## src/rtl/flash_pgm_frontend.sv

```systemverilog
module flash_pgm_frontend #(
  parameter int MEM_AW = 8,
  parameter int SECT_AW = 4,
  parameter int T_PROG = 6,
  parameter int T_SECT = 12,
  parameter int T_BULK = 24,
  parameter logic [7:0] ID_MFR = 8'hA5,
  parameter logic [7:0] ID_DEV = 8'h3C
) (
  input  logic       clk,
  input  logic       rst_n,
  input  logic       cpu_rst,
  input  logic       prog_en_n,
  input  logic       strobe_n,
  input  logic [4:0] cmd_sel,
  input  logic [7:0] addr_lo,
  input  logic [5:0] addr_mid,
  input  logic [1:0] addr_top,
  input  logic [7:0] data_in,
  output logic [7:0] data_out,
  output logic       data_oe,
  output logic       ready,
  output logic       in_mode,
  output logic       armed
);
  localparam int DEPTH = 1 << MEM_AW;
  localparam int CW = $clog2(T_BULK + 1);

  logic [7:0] mem [DEPTH];
  logic [CW-1:0] busy_cnt;
  logic pe_q, strobe_q, rd_valid;
  logic [2:0] sec;
  logic [1:0] rv;

  wire [15:0] addr = {addr_top, addr_mid, addr_lo};
  wire [MEM_AW-1:0] idx = {addr[15], addr[MEM_AW-2:0]};
  wire unused_hi = ^addr[14:MEM_AW-1];
  wire mode_ok = cpu_rst & ~prog_en_n;
  wire fall = strobe_q & ~strobe_n;
  wire accept = in_mode & mode_ok & fall & ready;
  wire blk_hi = addr[15:12] == 4'hF;
  wire blk_lo = ~addr[15];

  assign ready = busy_cnt == '0;
  assign data_oe = rd_valid & ~strobe_n;

  always_ff @(posedge clk or negedge rst_n) begin
    if (!rst_n) begin
      pe_q <= 1'b0;
      strobe_q <= 1'b0;
      in_mode <= 1'b0;
      armed <= 1'b0;
      rd_valid <= 1'b0;
      data_out <= '0;
      busy_cnt <= '0;
      sec <= '0;
      rv <= '0;
      for (int j = 0; j < DEPTH; j++) mem[j] <= 8'hFF;
    end else begin
      pe_q <= prog_en_n;
      strobe_q <= strobe_n;
      if (!mode_ok) in_mode <= 1'b0;
      else if (pe_q) in_mode <= 1'b1;
      if (!mode_ok) armed <= 1'b0;
      if (strobe_n || !mode_ok) rd_valid <= 1'b0;
      if (busy_cnt != '0) busy_cnt <= busy_cnt - 1'b1;

      if (accept && cmd_sel == 5'h00) begin
        armed <= 1'b1;
        rd_valid <= 1'b1;
        case (addr_lo)
          8'h00:   data_out <= ID_MFR;
          8'h01:   data_out <= ID_DEV;
          default: data_out <= {3'b000, rv, sec};
        endcase
      end else if (accept && armed) begin
        case (cmd_sel)
          5'h01: begin
            for (int j = 0; j < DEPTH; j++) mem[j] <= 8'hFF;
            sec <= '0;
            rv <= '0;
            busy_cnt <= CW'(T_BULK);
          end
          5'h02: if (blk_hi || blk_lo) begin
            for (int j = 0; j < DEPTH; j++)
              if (j[MEM_AW-1] == blk_hi) mem[j] <= 8'hFF;
            busy_cnt <= CW'(T_BULK);
          end
          5'h03: begin
            for (int j = 0; j < DEPTH; j++)
              if ((j >> SECT_AW) == (int'(idx) >> SECT_AW)) mem[j] <= 8'hFF;
            busy_cnt <= CW'(T_SECT);
          end
          5'h04, 5'h05: begin
            mem[idx] <= data_in;
            busy_cnt <= CW'(T_PROG);
          end
          5'h06: begin
            data_out <= mem[idx];
            rd_valid <= 1'b1;
          end
          5'h07, 5'h08, 5'h09: begin
            sec[cmd_sel[1:0] - 2'd3] <= 1'b1;
            busy_cnt <= CW'(T_PROG);
          end
          5'h0A, 5'h0B: begin
            rv[cmd_sel[0]] <= 1'b1;
            busy_cnt <= CW'(T_PROG);
          end
          default: ;
        endcase
      end
    end
  end

  p_enter_cond_r1: assert property (@(posedge clk) disable iff (!rst_n)
    $rose(in_mode) |-> $past(cpu_rst) && !$past(prog_en_n));
  p_exit_disarm_r2: assert property (@(posedge clk) disable iff (!rst_n)
    (!cpu_rst || prog_en_n) |=> !armed && !in_mode);
  p_unarmed_idle_r3: assert property (@(posedge clk) disable iff (!rst_n)
    (!armed && ready) |=> ready);
  p_oe_in_mode_r6: assert property (@(posedge clk) disable iff (!rst_n)
    data_oe |-> in_mode);
  p_busy_falls_r12: assert property (@(posedge clk) disable iff (!rst_n)
    !ready |=> ready || busy_cnt < $past(busy_cnt));
  p_busy_bound_r12: assert property (@(posedge clk) disable iff (!rst_n)
    busy_cnt <= CW'(T_BULK));
endmodule

```

## config.mk

```make
export PLATFORM = sky130hd
export DESIGN_NAME = flash_pgm_frontend
export DESIGN_NICKNAME = d
export VERILOG_FILES = /design/src/rtl/flash_pgm_frontend.sv
export SDC_FILE = /design/constraint.sdc
export NUM_CORES = 2
export LEC_CHECK = 0
export ABC_AREA = 1
export BUFFER_PORTS_ARGS = -buffer_cell sky130_fd_sc_hd__buf_2
export CAP_MARGIN = 15
export CORE_MARGIN = 5
export CORE_UTILIZATION = 55
export DETAILED_ROUTE_END_ITERATION = 8
export PLACE_DENSITY = 0.82
export RECOVER_POWER = 25
export SETUP_SLACK_MARGIN = 0.1
export SYNTH_ARGS = -nofsm -noshare
export SYNTH_HDL_FRONTEND = slang
export SYNTH_SLANG_ARGS = --single-unit
```

## constraint.sdc

```tcl
create_clock -name clk -period 4.7 [get_ports clk]
set_clock_uncertainty 0.15 [all_clocks]
set_input_delay 0.235 -clock clk [delete_from_list [all_inputs] [get_ports clk]]
set_output_delay 0.235 -clock clk [all_outputs]
set_load 0.02 [all_outputs]
```

==> out/summary.txt <==
CTS tree: built
Crit path buffers/inverters: 3
max_cap viols: 1
share of the synthesized area in the top cell type: 56.5%
Final setup viols: 0
Initial DRC Count: 10400
pin count of the biggest net entering global routing: 186
post-CTS setup repair buffer count: 0
status: finished, violations left
most common cell after layout, fill and taps aside: nand2_1
DR WL/cell: 21.7 microns
Final ANT Viol Nets: 0
Synth Net Count: 11200
crit path max fanout: 16
Slew HR: -198%
Critical Path AT: 4.86 ns
pre-CTS setup slack: 0.520 ns
number of antenna violations at the first check in global routing: 14
DR vias/cell: 6.18
most frequent cells in the layout: nand2_1 (4713), dfstp_2 (2048), o21ai_0 (1684), o21ai_1 (580), a22oi_1 (573)
clock share of power: 46.6%
Switch Pwr: 8320 uW
Slowest Stage Delay on Critical Path: 0.80 ns
Fmax: 233 MHz
startpoint types: flop
synthesized instance count: 11200
placer congestion estimate: 0.907
register area share after synthesis: 57.2%
sequential group share of total power: 49.1%
layout cells sized above 1: 25.8%
crit share post-route: 91.2%
Mapped Avg Cell Area: 8.50 sq um
pwr dens: 349 mW/mm^2
RSZ-0062 raised after global routing: false
mapped cell area: 0.0952 sq mm
worst slew pin tran: 4.46 ns
Crit Path Class: reg -> reg
CP Capture Type: flop
Inserted Clock Buffers: 200
multi-input logic area: 0.0371 sq mm
via count: 82300
initial core utilization: 55.4%
Comb pwr share: 4.3%
Detailed Place HPWL: 169000 microns
Clock Path Buffers: 3
final hold vios: 0
#FFs+latches synth: 2071
first-pass GRT wire length: 454000 microns
GR Overflow Total: 0
fill cell count: 13600
Worst-Skew Late Latency: 0.85 ns
Worst Path Required: 5.28 ns
Final WS setup: 0.416 ns
GRT Total Usage: 31.5%
TNS Setup: 0 ns
Synth-to-Final Area Change: 10.2%
Critical-path top delay cell: nor3_2
Final Max Tran Viols: 133
IO Count: 46
First-pass DRT Iterations: 7
VDD IR max: 0.452 mV
Yosys warnings: 0
Critical Path, Cell by Cell: inv_1, ha_1, nand2_1, nor2_2, nand4_1, nor2_2, inv_1, nor2_1, inv_2, nor3_2, o21ai_1, o21ai_0
htree depth: 4
core area: 0.172 sq mm
switching share of power: 22.8%
Leak Pwr: 0.0404 uW
vias in the first global route: 81100
width of the chip: 426 microns
Final #Nets: 10900
DIE HEIGHT: 426 microns
Cell variety after synth: 38
Synth area leaders: dfstp_2 (57%), nand2_1 (19%), o21ai_0 (8.9%)
failing checks: max-capacitance violations, max-slew violations
die area: 0.181 sq mm
root buf cell: clkbuf_16
DRC Markers: 0
Reg clk slew, reported paths: 0.06 ns
WL final: 289000 microns
CTS sink count: 2071
Crit path max-delay family: simple AND/OR/NAND/NOR gates
cell internal pwr: 28300 uW
row count: 152
Hold Crit Class: in -> reg
area leader, netlist: dfstp_2
Final min period: 4.28 ns
FF+latch area: 0.0544 sq mm
buffers added on ports: 41
[path summary, 6_finish.rpt]
check	slack, ns	from	cells past startpoint	to
max in group asynchronous	0.49	rst_n	3	mem[1953]
worst min register to register	0.32	mem[1720]	2	mem[1720]
worst min-delay path	0.11	prog_en_n	5	in_mode
min in group asynchronous	2.56	rst_n	2	mem[1023]
worst max register to register	0.42	busy_cnt[0]	12	mem[37]
worst max-delay path	0.42	busy_cnt[0]	12	mem[37]
[cells by family (layout without fill, tap and decap cells)]
family                     Yosys count  in the layout  share of synthesized area, %
AOI/OAI and AO/OA                 2862           2862                          16.6
and+or+nand+nor                   5309           5309                          22.1
other                                0             11                             0
DFF                               2071           2071                          57.2
adders and majority gates            1              1                        0.0131
buffers and inverters              951            757                          4.04
xor gates and xnor gates             2              2                        0.0184
[what timing repair did]
item | CTS | global route
gates resized for setup | 0 | 1
endpoints found under the setup margin | 0 | 1
endpoints found under the hold margin | 1270 | 0
hold buffers | 32 | 0
[state kept, by name, indices dropped and copies added (netlist names), 2 cells and up]
register	count
sec	3
busy_cnt	5
data_out	8
rv	2
mem	2048
[metal layers]
layer	wire length, microns	up-vias	global-route usage [%]
li1	-	36300	-
met1	106000	40100	39.8
met2	130000	4783	48.8
met3	34100	1166	8.64
met4	18800	8	18.3
met5	219	-	0.753
[area by class of cell]
| type | count | area share [%] |
|---|---|---|
| well taps | 2310 | 2.75 |
| inverters | 72 | 0.278 |
| multi-input cells | 8174 | 35.3 |
| flip-flops and latches | 2071 | 51.8 |
| clock inverters | 59 | 0.810 |
| diodes | 11 | 0.0262 |
| clock buffers | 309 | 5.88 |
| repair buffers | 317 | 3.07 |
[worst min-delay path: cells and delay by family]
kind                   cells  cell delay [ns]
buffers and inverters      3             0.73
and+or+nand+nor            2             0.10
[synth_stat cells]
| master | instances |
|---|---|
| nor2_2 | 4 |
| clkinv_1 | 3 |
| o21ai_1 | 580 |
| nor3_4 | 5 |
| dfrtp_1 | 23 |
| o211ai_1 | 2 |
| nor3_1 | 76 |
| buf_4 | 10 |
| nand2_2 | 104 |
| inv_1 | 63 |
| nand4_1 | 193 |
| nand3_1 | 28 |
| o31ai_1 | 1 |
| buf_6 | 16 |
| dfstp_2 | 2048 |
| nand2_1 | 4713 |
| o21ba_2 | 2 |
| nor2_4 | 1 |
| a21oi_1 | 13 |
| buf_8 | 2 |
| or2_1 | 1 |
| o22ai_1 | 1 |
| nor2_1 | 158 |
| o21ai_0 | 1684 |
| clkbuf_1 | 745 |
| nand2_4 | 15 |
| o21ai_2 | 1 |
| o32ai_1 | 1 |
| xnor2_1 | 1 |
| nor3_2 | 10 |
| or2_2 | 1 |
| xor2_1 | 1 |
| a22oi_1 | 573 |
| ha_1 | 1 |
| a211oi_4 | 4 |
| buf_1 | 34 |
| buf_2 | 72 |
| inv_2 | 6 |
[metrics by stage]
stage / hold slack (ns) / std cells / total power [uW] / util [%] / instance area [sq um]
after CTS: 0.0264 / 13300 / 36600 / 61.0 / 105000
after detailed placement: 0.212 / 12900 / 19700 / 56.7 / 97500
after floorplan: -0.211 / 11200 / 18800 / - / 95200
after global routing: 0.168 / 13300 / 37500 / 61.0 / 105000
after global placement: 0.211 / 12900 / 19700 / 56.7 / 97500
final: 0.112 / 13300 / 36600 / 61.0 / 105000
[power groups by stage]
| stage | clock network (uW) | logic [uW] | registers (uW) |
|---|---|---|---|
| floorplan | 0 | 566 | 18200 |
| global placement | 0 | 1470 | 18200 |
| detailed placement | 0 | 1490 | 18200 |
| CTS | 17200 | 1510 | 18000 |
| global route | 17900 | 1630 | 18000 |
| finish | 17100 | 1560 | 18000 |
Note: power is estimated with default switching activity, not from simulation.
